`src/rtl/smrx_pkg.sv`:
```
// Package: shared register addresses, status bit positions and word type
// for the synchronous master receiver.
package smrx_pkg;
    localparam int WORD_W = 9;

    typedef logic [WORD_W-1:0] word_t;

    typedef enum logic [1:0] {
        REG_STAT = 2'd0,
        REG_DATA = 2'd1,
        REG_DIV  = 2'd2,
        REG_MODE = 2'd3
    } reg_addr_e;

    // Status register bit positions (software decodes these).
    localparam int ST_PORT   = 7;
    localparam int ST_NINE   = 6;
    localparam int ST_SINGLE = 5;
    localparam int ST_CONT   = 4;
    localparam int ST_ADR    = 3;
    localparam int ST_FRAME  = 2;
    localparam int ST_OVR    = 1;
    localparam int ST_BIT9   = 0;

    // Mode register bit positions.
    localparam int MD_SYNC   = 0;
    localparam int MD_MASTER = 1;
    localparam int MD_IE     = 2;
endpackage

```
`src/rtl/smrx_sync.sv`:
```
// Module: smrx_sync
// Brings the asynchronous serial data pin into the clk domain through a
// chain of flip-flops. Assumes STAGES >= 2.
module smrx_sync #(
    parameter int STAGES = 2
) (
    input  logic clk,
    input  logic rst_n,
    input  logic d_i,
    output logic q_o
);
    logic [STAGES-1:0] chain;

    // Shift the pin value one stage further each clock.
    always_ff @(posedge clk) begin
        if (!rst_n) chain <= '0;
        else        chain <= {chain[STAGES-2:0], d_i};
    end

    assign q_o = chain[STAGES-1];
endmodule

```
`src/rtl/smrx_clkgen.sv`:
```
// Module: smrx_clkgen
// Generates the bit clock. Each clock half lasts 2*(div+1) system clocks,
// so a full period lasts 4*(div+1). The clock starts and idles low, and
// the counter restarts whenever run is low. fall_stb is high in the cycle
// whose edge drives the clock from high to low.
module smrx_clkgen #(
    parameter int DIV_W = 8
) (
    input  logic             clk,
    input  logic             rst_n,
    input  logic             run,
    input  logic [DIV_W-1:0] div,
    output logic             sclk,
    output logic             fall_stb
);
    localparam int CNT_W = DIV_W + 1;

    logic [CNT_W-1:0] cnt;
    logic             term;

    assign term     = (cnt == {div, 1'b1});
    assign fall_stb = run & term & sclk;

    // Half-period counter and clock toggle.
    always_ff @(posedge clk) begin
        if (!rst_n || !run) begin
            cnt  <= '0;
            sclk <= 1'b0;
        end else if (term) begin
            cnt  <= '0;
            sclk <= ~sclk;
        end else begin
            cnt  <= cnt + 1'b1;
        end
    end
endmodule

```
`src/rtl/smrx_shifter.sv`:
```
// Module: smrx_shifter
// Shifts in one bit on each clock falling edge, least significant bit
// first, and emits a one-cycle done pulse with the assembled word. For
// 8-bit words, word[8] is 0. The bit counter restarts while run is low.
module smrx_shifter
    import smrx_pkg::*;
(
    input  logic  clk,
    input  logic  rst_n,
    input  logic  run,
    input  logic  nine,
    input  logic  fall_stb,
    input  logic  sdata,
    output logic  done,
    output word_t word
);
    logic [3:0] bitcnt;
    word_t      shreg;
    word_t      shift_nx;
    logic       last;

    assign shift_nx = {sdata, shreg[WORD_W-1:1]};
    assign last     = (bitcnt == (nine ? 4'd8 : 4'd7));

    // Bit capture, bit count and word completion.
    always_ff @(posedge clk) begin
        if (!rst_n) begin
            bitcnt <= '0;
            shreg  <= '0;
            done   <= 1'b0;
            word   <= '0;
        end else if (!run) begin
            bitcnt <= '0;
            done   <= 1'b0;
        end else begin
            done <= 1'b0;
            if (fall_stb) begin
                shreg <= shift_nx;
                if (last) begin
                    bitcnt <= '0;
                    done   <= 1'b1;
                    word   <= nine ? shift_nx : {1'b0, shift_nx[WORD_W-1:1]};
                end else begin
                    bitcnt <= bitcnt + 1'b1;
                end
            end
        end
    end
endmodule

```
`src/rtl/smrx_regs.sv`:
```
// Module: smrx_regs
// Register file: status/control, data, divisor and mode. Arbitrates the
// single-shot and continuous enables, keeps the ready and overrun flags,
// and produces the run condition for the clock generator.
module smrx_regs
    import smrx_pkg::*;
#(
    parameter int DIV_W = 8
) (
    input  logic             clk,
    input  logic             rst_n,
    input  logic             bus_wr,
    input  logic             bus_rd,
    input  logic [1:0]       bus_addr,
    input  logic [7:0]       bus_wdata,
    output logic [7:0]       bus_rdata,
    input  logic             done,
    input  word_t            word,
    output logic             run,
    output logic [DIV_W-1:0] div,
    output logic             nine_en,
    output logic             single_en,
    output logic             cont_en,
    output logic             ready,
    output logic             ovr,
    output logic [7:0]       data_q,
    output logic             irq
);
    logic port_en, adr_en, bit9;
    logic sync_en, master_en, ie;
    logic wr_stat, rd_data, ovr_clr, ovr_set;

    assign wr_stat = bus_wr && (bus_addr == REG_STAT);
    assign rd_data = bus_rd && (bus_addr == REG_DATA);
    assign ovr_clr = wr_stat && !bus_wdata[ST_CONT];
    assign ovr_set = done && ready && !rd_data;

    assign run = port_en & sync_en & master_en & (single_en | cont_en) & ~ovr;
    assign irq = ready & ie;

    // Enable bits: software writes, plus the single-shot self-clear.
    always_ff @(posedge clk) begin
        if (!rst_n) begin
            port_en   <= 1'b0;
            nine_en   <= 1'b0;
            single_en <= 1'b0;
            cont_en   <= 1'b0;
            adr_en    <= 1'b0;
        end else if (wr_stat) begin
            port_en   <= bus_wdata[ST_PORT];
            nine_en   <= bus_wdata[ST_NINE];
            single_en <= bus_wdata[ST_SINGLE];
            cont_en   <= bus_wdata[ST_CONT];
            adr_en    <= bus_wdata[ST_ADR];
        end else if (done && !cont_en) begin
            single_en <= 1'b0;
        end
    end

    // Mode and divisor registers.
    always_ff @(posedge clk) begin
        if (!rst_n) begin
            sync_en   <= 1'b0;
            master_en <= 1'b0;
            ie        <= 1'b0;
            div       <= '0;
        end else if (bus_wr) begin
            if (bus_addr == REG_MODE) begin
                sync_en   <= bus_wdata[MD_SYNC];
                master_en <= bus_wdata[MD_MASTER];
                ie        <= bus_wdata[MD_IE];
            end
            if (bus_addr == REG_DIV) div <= bus_wdata[DIV_W-1:0];
        end
    end

    // Received data, ninth bit and ready flag.
    always_ff @(posedge clk) begin
        if (!rst_n) begin
            data_q <= '0;
            bit9   <= 1'b0;
            ready  <= 1'b0;
        end else if (done && !ovr_set) begin
            data_q <= word[7:0];
            bit9   <= word[WORD_W-1];
            ready  <= 1'b1;
        end else if (rd_data) begin
            ready  <= 1'b0;
        end
    end

    // Overrun flag: set on a word that finds the previous one unread.
    always_ff @(posedge clk) begin
        if (!rst_n)       ovr <= 1'b0;
        else if (ovr_clr) ovr <= 1'b0;
        else if (ovr_set) ovr <= 1'b1;
    end

    // Read data multiplexer.
    always_comb begin
        bus_rdata = '0;
        case (bus_addr)
            REG_STAT: bus_rdata = {port_en, nine_en, single_en, cont_en,
                                   adr_en, 1'b0, ovr, bit9};
            REG_DATA: bus_rdata = data_q;
            REG_DIV:  bus_rdata[DIV_W-1:0] = div;
            default:  bus_rdata = {5'b0, ie, master_en, sync_en};
        endcase
    end
endmodule

```
`src/rtl/sync_master_rx.sv`:
```
// Module: sync_master_rx
// Top of the synchronous master receiver. It wires the register file, the
// clock generator, the data synchronizer and the shifter together.
// Assumes the slave changes data after the rising clock edge, with at
// least two system clocks of set-up before the falling edge.
module sync_master_rx
    import smrx_pkg::*;
#(
    parameter int DIV_W     = 8,
    parameter int SYNC_STGS = 2
) (
    input  logic       clk,
    input  logic       rst_n,
    input  logic       bus_wr,
    input  logic       bus_rd,
    input  logic [1:0] bus_addr,
    input  logic [7:0] bus_wdata,
    output logic [7:0] bus_rdata,
    input  logic       sdata_i,
    output logic       sclk_o,
    output logic       rx_ready_o,
    output logic       irq_o
);
    logic             run, fall_stb, sdata_s, word_done;
    logic             nine_en, single_en, cont_en, ready, ovr;
    logic [DIV_W-1:0] div;
    logic [7:0]       data_q;
    word_t            word;

    smrx_regs #(.DIV_W(DIV_W)) u_regs (
        .clk(clk), .rst_n(rst_n),
        .bus_wr(bus_wr), .bus_rd(bus_rd), .bus_addr(bus_addr),
        .bus_wdata(bus_wdata), .bus_rdata(bus_rdata),
        .done(word_done), .word(word),
        .run(run), .div(div), .nine_en(nine_en),
        .single_en(single_en), .cont_en(cont_en),
        .ready(ready), .ovr(ovr), .data_q(data_q), .irq(irq_o)
    );

    smrx_clkgen #(.DIV_W(DIV_W)) u_clkgen (
        .clk(clk), .rst_n(rst_n), .run(run), .div(div),
        .sclk(sclk_o), .fall_stb(fall_stb)
    );

    smrx_sync #(.STAGES(SYNC_STGS)) u_sync (
        .clk(clk), .rst_n(rst_n), .d_i(sdata_i), .q_o(sdata_s)
    );

    smrx_shifter u_shift (
        .clk(clk), .rst_n(rst_n), .run(run), .nine(nine_en),
        .fall_stb(fall_stb), .sdata(sdata_s),
        .done(word_done), .word(word)
    );

    assign rx_ready_o = ready;
endmodule

```
`config.mk`:
```
export PLATFORM = sky130hd
export DESIGN_NAME = sync_master_rx
export DESIGN_NICKNAME = d
export VERILOG_FILES = /design/src/rtl/smrx_pkg.sv /design/src/rtl/smrx_sync.sv /design/src/rtl/smrx_clkgen.sv /design/src/rtl/smrx_shifter.sv /design/src/rtl/smrx_regs.sv /design/src/rtl/sync_master_rx.sv
export SDC_FILE = /design/constraint.sdc
export NUM_CORES = 1
export LEC_CHECK = 0
export BUFFER_PORTS_ARGS = -buffer_cell sky130_fd_sc_hd__clkbuf_2
export CAP_MARGIN = 20
export CELL_PAD_IN_SITES_DETAIL_PLACEMENT = 2
export CELL_PAD_IN_SITES_GLOBAL_PLACEMENT = 2
export CORE_MARGIN = 1
export CORE_UTILIZATION = 40
export DETAILED_ROUTE_END_ITERATION = 12
export PLACE_DENSITY_LB_ADDON = 0.15
export SETUP_SLACK_MARGIN = 0.3
export SYNTH_ARGS = -nofsm -noshare
export SYNTH_HDL_FRONTEND = slang
export SYNTH_SLANG_ARGS = --single-unit
```
`constraint.sdc`:
```
create_clock -name clk -period 6.65 [get_ports clk]
set_input_delay 1.995 -clock clk [delete_from_list [all_inputs] [get_ports clk]]
set_output_delay 1.995 -clock clk [all_outputs]
set_load 0.02 [all_outputs]
```
# Yosys cells after proc, flatten, opt, wreduce, memory -nomap -nowiden
# Index checks and enable logic that the tools add are counted.
[totals]
regBits = 62
in_bits = 15
output_inout_bits = 11
wordCells = 72
[classes]
addsub = 2
eq_ne = 5
muxes = 9
n_bitwise = 11
reduce_logical = 25
[ops]
columns = ["cell", "n"]
rows = [
  ["$pmux W8 S3", 1],
  ["$add A9 B1 Y9 const B", 1],
  ["$eq A9 B9 Y1", 1],
  ["$mux W9", 1],
  ["$mux W4", 2],
  ["$reduce_and A2 Y1", 4],
  ["$and A1 B1 Y1", 7],
  ["$logic_and A1 B1 Y1", 7],
  ["$logic_not A1 Y1", 6],
  ["$reduce_and A3 Y1", 2],
  ["$mux W1", 5],
  ["$add A4 B1 Y4 const B", 1],
  ["$eq A2 B2 Y1 const B", 2],
  ["$eq A4 B4 Y1", 1],
  ["$reduce_bool A2 Y1", 2],
  ["$reduce_or A2 Y1", 2],
  ["$not A1 Y1", 3],
  ["$eq A2 B1 Y1 const B", 1],
  ["$logic_not A2 Y1", 1],
  ["$logic_or A1 B1 Y1", 1],
  ["$or A1 B1 Y1", 1],
]

# Longest topological paths before layout
# Gate-level depths: netlist of run 1.
[depth]
word_depth = 7
ltp_mapped = 6
mapped_depth_nobuf = 5

# By module
# From an unflattened synthesis of run 1, not the netlist that was laid out.
[hier_totals]
hier_cells = 306
hier_area_um2 = 2957.8
[modules_own_cells]
columns = ["module", "n_inst", "cells_each", "area_per_inst_um2", "seq_area_each_um2"]
rows = [
  ["smrx_regs", 1, 133, 1287.5, 540.5],
  ["smrx_shifter", 1, 113, 1071.0, 440.4],
  ["smrx_clkgen", 1, 56, 546.8, 200.2],
  ["smrx_sync", 1, 4, 52.6, 40.0],
]

# Worst setup path after synthesis of run 1
# Ideal clock, no wire load.
[synth_timing]
path_kind = "input to output"
start = "input port bus_addr[1]"
end = "output port bus_rdata[0]"
arrival_ps = 3031
required_ps = 4655
path_slack_ps = 1624
cell_stages = 2
path_buffers = 1
cell_sequence = "buf_1 mux4_2"
[synth_between]
elab_chain_cells = 2
elab_cells_between_ends = 4
classes_between = "2 x eq/ne; 1 x mux; 1 x reduce/logical"
[synth_lines]
columns = ["item", "line", "source"]
rows = [
  ["start: declaration", "sync_master_rx.sv:16", "input logic [1:0] bus_addr,"],
  ["$eq A2 B2 Y1, or another cell as far along", "smrx_regs.sv:102", "case (bus_addr)"],
  ["$pmux W8 S3 (*)", "smrx_regs.sv:102", ""],
  ["end: declaration", "sync_master_rx.sv:18", "output logic [7:0] bus_rdata,"],
]
# Every way passes the cells marked *; elsewhere a longest branch is shown, timed or not.

# Final worst setup path of run 1
[layout_timing]
start = "input port bus_addr[1]"
end = "output port bus_rdata[6]"
# The elaborated chain is that of the path after synthesis.

==> results of run 1 <==
## worst max-delay path, stage by stage
cell and delay [ns]:
clkbuf_2 0.23, nor2b_1 0.34, nand2_1 0.12, o21ai_0 0.13, clkbuf_2 0.23
## area by class of cell
| class | count | area (um^2) |
|---|---|---|
| clock buffer | 10 | 138 |
| clock inverter | 6 | 86.3 |
| fill | 748 | 3580 |
| inverter | 5 | 18.8 |
| multi-input combinational | 231 | 1630 |
| sequential | 61 | 1220 |
| tap | 96 | 120 |
| timing repair buffer | 30 | 158 |
## power by group
part	switching (uW)	total [uW]	internal, uW
sequential	5.51	374	369
combinational	21.5	36.7	15.2
clock	157	378	221
## state kept, by name, indices dropped and copies added (netlist names), 2 cells and up
signal / flops
u_regs.data_q: 8
u_clkgen.cnt: 9
u_sync.chain: 2
u_regs.div: 8
u_shift.bitcnt: 4
u_shift.shreg: 8
u_shift.word: 9
## logic make-up after synthesis
group	Yosys count
buffers and inverters	25
adders and majority gates	2
and+or+nand+nor	123
muxes	41
xor gates and xnor gates	15
AOI/OAI and AO/OA	50
DFF	61
## cell usage after synthesis, types with 2 or more instances
| library cell | instances | area [um^2] |
|---|---|---|
| nand3_1 | 14 | 70.1 |
| a221oi_1 | 2 | 17.5 |
| ha_1 | 2 | 25.0 |
| a21oi_1 | 6 | 30.0 |
| nand3b_1 | 3 | 22.5 |
| and3_1 | 3 | 18.8 |
| mux2i_1 | 30 | 300 |
| inv_1 | 5 | 18.8 |
| o22ai_1 | 2 | 12.5 |
| nand4_1 | 15 | 93.8 |
| mux2_2 | 9 | 101 |
| nand2_1 | 36 | 135 |
| nor3b_1 | 2 | 15.0 |
| nor2_1 | 15 | 56.3 |
| a21boi_0 | 16 | 120 |
| mux4_2 | 2 | 45.0 |
| buf_1 | 2 | 7.51 |
| nor2b_1 | 18 | 113 |
| o31ai_1 | 12 | 90.1 |
| dfxtp_1 | 61 | 1220 |
| and4_1 | 3 | 26.3 |
| or4_4 | 2 | 22.5 |
| xnor2_1 | 7 | 61.3 |
| o21ai_0 | 8 | 40.0 |
| nor4_1 | 2 | 12.5 |
| xor2_1 | 8 | 70.1 |
| clkbuf_1 | 17 | 63.8 |
| and2_1 | 5 | 31.3 |
## path summary, 6_finish.rpt
| check | start | endpoint | slack, ns | cells past startpoint |
|---|---|---|---|---|
| max | bus_addr[1] | bus_rdata[6] | 1.61 | 5 |
| min | u_sync.chain[0] | u_sync.chain[1] | 0.45 | 1 |
| max reg2reg | u_clkgen.cnt[2] | u_shift.word[5] | 4.19 | 4 |
| min reg2reg | u_sync.chain[0] | u_sync.chain[1] | 0.45 | 1 |
## cells in the final DEF (no fill, tap or decap), drive strengths merged, types with 8 or more instances in the layout
cell    netlist  routed
dfxtp        61      61
o31ai        12      12
nor2         15      15
mux2i        30      30
nand4        15      15
nand3        14      14
xor2          8       8
a21boi       16      16
o21ai         8       8
mux2          9       9
clkbuf       17      35
nor2b        18      18
nand2        36      36
## per-layer routing
| metal | GRT usage (%) | up-vias | share of wire [%] |
|---|---|---|---|
| li1 | - | 1181 | - |
| met1 | 30.1 | 1208 | 47 |
| met2 | 39.0 | 39 | 48 |
| met3 | 3.77 | 16 | 3.5 |
| met4 | 9.69 | 0 | 2.0 |
| met5 | 0 | - | 0 |
## metrics by stage
step                cells  util, %  instance area, um^2  hold WS (ns)
floorplan             317        -                 2950         0.412
CTS                   436     48.2                 3350         0.455
detailed placement    420     45.0                 3130         0.442
finish                439     48.5                 3370         0.452
global placement      420     45.0                 3130         0.416
global route          439     48.5                 3370         0.474
==> qor.csv, run 1 <==
stage,metric,value,unit
sta,Peak Freq,0.198,GHz
die,# IOs,26,
sta,Fin. Hold Viols,0,
sta,Worst-Margin Slew,0.993,ns
synth,synth unique cells,38,
route,1st-iter DRT viols,85,
synth,ys async rst share,0,%
clocking,CTS buffer count,9,
setup_path,CP Max Fanout,13,
synth,post-synthesis compound-gate area fraction,11.6,%
route,vias,2444,
die,core area,0.00694,mm^2
clocking,clock buffer depth,2,
route,final WL,8250,um
place,RePlAce Congestion,0.748,
sta,fin crit share,75.8,%
power_and_ir_drop,Worst IR Drop VDD,0.000177,V
die,Die Y,87.8,um
layout,ANT cells,0,
synth,Simple-Gate Fraction of Synth Area,23.0,%
sta,Clock Skew,0.0101,ns
synth,Syn Area/Cell,9.30,um^2
synth,Mapped Area,0.00295,mm^2
die,die area,0.00772,mm^2
setup_path,WP data required,4.66,ns
synth,Ys Warns,0,
die,die width,87.8,um
clocking,clk slew on worst S/H paths,0.08,ns
setup_path,crit path DAT,3.05,ns
clocking,clk root buf,clkbuf_8,
clocking,number of post-CTS setup repair buffers,0,
place,worst slack at placement,1.66,ns
layout,share of cells above drive strength 1,18.1,%
route,Antenna Nets Post-Route,0,
synth,register area share after synthesis,41.4,%
grt,wire length of the first global-routing pass,13500,um
grt,GRT Util Overall,23.4,%
power_and_ir_drop,P per Cell Area,234,mW/mm^2
route,Vias per Instance,5.57,
status,outcome,finished clean,
sta,fin crit period,5.04,ns
synth,mux contribution to synthesized area,15.2,%
layout,P&R area growth vs syn,14.2,%
grt,largest net degree at the start of global routing,58,
setup_path,critical path type,input port to primary output,
clocking,post-CTS sizing,0,
clocking,Sink Count,61,
synth,XOR/XNOR Fraction of Synth Area,4.46,%
power_and_ir_drop,final total power,789,uW
synth,Synth Area in Adders,0.849,%
layout,Post-layout nets,355,
grt,total gr overflow,0,
die,initial core utilization,42.5,%
power_and_ir_drop,static leakage power,0.00126,uW
grt,vias in the first global route,2589,
synth,Gate Count Post-Synth,317,
grt,initial antenna violation count,0,
sta,Setup Viol. Count Final,0,
sta,count of final max-slew check failures,0,
route,DRT Pass-1 Iters,4,
place,Final HPWL DP,5660,um
route,wire length per cell,18.8,um
run,maxcap violations,0,
sta,Worst slew margin,33.8,%
sta,TNS Setup,0,ns
setup_path,type of origin of the critical path,input port,
synth,number of enable flip-flop cells after synthesis,0,
synth,largest family of logic cells by synthesized area,simple AND/OR/NAND/NOR gates,
clocking,CTS tree,done,
route,DRC errors left,0,
setup_path,endpoint class of the critical path,primary output,
hold_path,hold crit path type,flip-flop to flip-flop,
clocking,H-tree levels,3,
place,quantity of I/O buffers inserted on ports,25,
clocking,hold buffers post-CTS,0,
sta,Final WS setup,1.61,ns
synth,syn nets,334,
clocking,Worst-Skew Late Latency,0.35,ns
sta,RSZ-0062 raised after global routing,no,
die,# rows,30,
synth,top_reg_cell synth,dfxtp_1,
synth,#FFs+latches synth,61,
(Power assumes the default switching activity.)
==> inputs of run 2 (changes only) <==
- ABC_AREA: default -> 1
- CORE_UTILIZATION: 40 -> 30
- clock period: 6.65 -> 4.3 ns (I/O delays scaled with it)
==> run 2 against run 1 <==
Final cell count is 30% higher. Wire length is 3.9% higher. Critical path depth stayed put. Synthesized cell count is 29% higher. Critical path type unchanged. Largest cell class unchanged. Global-route usage is 4.5 points lower. Worst hold slack worse by 0.017 ns. Area after synthesis is 2.6% lower. Power is 56% higher. Non-clock buffer count is 3 lower. First-iteration DRC count is 48% lower. Clock skew is 0.00052 ns higher. Sequential share of layout area is 0.42 points higher. Largest power group unchanged.
==> qor.csv, run 2 <==
stage,metric,value,unit
status,outcome,finished clean,
sta,Fin. Hold Viols,0,
layout,share of cells above drive strength 1,13.8,%
layout,P&R area growth vs syn,15.9,%
layout,"commonest non-fill, non-tap cell in the layout",nand2_1,
sta,Peak Freq,0.269,GHz
synth,#FFs+latches synth,61,
clocking,Worst-Skew Late Latency,0.34,ns
sta,Clock Skew,0.0106,ns
place,quantity of I/O buffers inserted on ports,25,
sta,Worst slew margin,64.1,%
synth,Synth top cells by count,"96 x nand2_1, 61 x dfxtp_1, 60 x inv_1, 50 x nor2_1, 37 x o21ai_0",
sta,Final WS setup,0.582,ns
power_and_ir_drop,final total power,1230,uW
synth,number of enable flip-flop cells after synthesis,0,
setup_path,CP Max Fanout,6,
setup_path,critical path type,input port to primary output,
synth,top-count cell post-synth,nand2_1,
hold_path,hold crit path type,flip-flop to flip-flop,
place,Final HPWL DP,6570,um
grt,GRT Util Overall,18.9,%
layout,Fillers,1103,
clocking,H-tree levels,3,
route,Antenna Nets Post-Route,0,
synth,post-synth top area share,42.5,%
synth,register area share after synthesis,42.5,%
place,worst slack at placement,0.597,ns
layout,register area,0.00122,mm^2
grt,total gr overflow,0,
synth,Ys Warns,0,
run,maxcap violations,0,
route,1st-iter DRT viols,44,
clocking,CTS buffer count,9,
setup_path,crit path DAT,2.43,ns
hold_path,Hold Crit Depth,2,
setup_path,r2r startpoint,u_regs.div[5],
grt,initial antenna violation count,0,
sta,count of final max-slew check failures,0,
clocking,CTS tree,done,
clocking,clk slew on worst S/H paths,0.07,ns
clocking,clock buffer depth,2,
grt,vias in the first global route,2820,
layout,biggest regs,"u_clkgen.cnt (9), u_shift.word (9)",
route,vias,2654,
synth,Area contributors post-synth,"dfxtp_1 43%, nand2_1 13%, inv_1 7.8%",
clocking,post-CTS sizing,0,
die,die area,0.00997,mm^2
route,DRT Pass-1 Iters,4,
hold_path,source of the worst hold timing path,u_sync.chain[0],
synth,Mapped Area,0.00287,mm^2
route,final WL,8570,um
clocking,Sink Count,61,
layout,ANT cells,0,
die,# rows,35,
place,dpl cell area,0.00311,mm^2
synth,syn nets,426,
grt,largest net degree at the start of global routing,44,
clocking,hold buffers post-CTS,0,
clocking,number of post-CTS setup repair buffers,0,
sta,Setup Viol. Count Final,0,
setup_path,type of origin of the critical path,input port,
sta,RSZ-0062 raised after global routing,no,
synth,synth unique cells,34,
grt,wire length of the first global-routing pass,14300,um
power_and_ir_drop,static leakage power,0.00145,uW
synth,Gate Count Post-Synth,409,
synth,Syn Area/Cell,7.02,um^2
synth,cell taking the most area after synthesis,dfxtp_1,
route,Vias per Instance,4.65,
die,# IOs,26,
layout,Final Instance Area,0.00333,mm^2
route,DRC errors left,0,
power_and_ir_drop,P per Cell Area,371,mW/mm^2
sta,fin crit period,3.72,ns
setup_path,Setup crit start,bus_addr[1],
die,die width,99.8,um
setup_path,reg2reg path depth,9,
layout,most frequent cells in the layout,"96 x nand2_1, 61 x dfxtp_1, 60 x inv_1, 50 x nor2_1, 37 x o21ai_0",
synth,ys async rst share,0,%
sta,fin crit share,86.5,%
power_and_ir_drop,Worst IR Drop VDD,0.000119,V
setup_path,endpoint class of the critical path,primary output,
sta,Worst-Margin Slew,0.538,ns
synth,top_reg_cell synth,dfxtp_1,
die,core area,0.00924,mm^2
setup_path,WP data required,3.01,ns
layout,Post-layout nets,454,
sta,TNS Setup,0,ns
layout,Multi-input gate area,0.00134,mm^2
die,initial core utilization,31.1,%
route,wire length per cell,15.0,um
place,RePlAce Congestion,0.806,
clocking,clk root buf,clkbuf_8,
die,Die Y,99.8,um
-- run 2: cells by family after synthesis --
kind of cell	Yosys count	share of synthesized area, %
AO/OA/AOI/OAI	85	16.3
XOR/XNOR	7	2.14
adder cells (fa/ha/maj)	2	0.871
buffers and inverters	76	10.8
flip-flops	61	42.5
AND/OR/NAND/NOR	178	27.4
-- run 2: worst paths after layout --
| path | end | slack [ns] |
|---|---|---|
| worst max register to register | u_shift.bitcnt[1] | 2.57 |
| worst max-delay path | bus_rdata[4] | 0.58 |
| worst min register to register | u_sync.chain[1] | 0.43 |
| worst min-delay path | u_sync.chain[1] | 0.43 |
-- run 2: worst max-delay path, stage by stage --
cell	delay [ns]
clkbuf_2	0.14
nor2_1	0.39
inv_1	0.16
o221ai_1	0.23
clkbuf_2	0.21
-- run 2: layout make-up --
cell class                      instances  share of cell area (%)
Timing Repair Buffer                   27                    4.21
Clock buffer                           13                    4.47
Multi-Input combinational cell        272                    40.2
Clock inverter                          3                    2.07
Sequential cell                        61                    36.7
Tap cell                              129                    4.85
Inverter                               66                    7.48
-- run 2: through the flow --
step                instances  util (%)  hold WS [ns]
floorplan                 409         -         0.390
global placement          555      33.7         0.411
detailed placement        555      33.7         0.426
CTS                       571      36.0         0.440
global route              571      36.0         0.468
finish                    571      36.0         0.435
-- run 2: power by group --
part	switching [uW]	internal [uW]	total, uW
combinational	52.3	22.2	74.5
clock	236	345	581
sequential	5.06	573	578
-- run 2: layer usage --
| metal | track usage (%) | wire length, um |
|---|---|---|
| met5 | 0 | 0 |
| met4 | 7.35 | 97 |
| met3 | 3.41 | 135 |
| met2 | 34.0 | 4430 |
| met1 | 22.2 | 3910 |
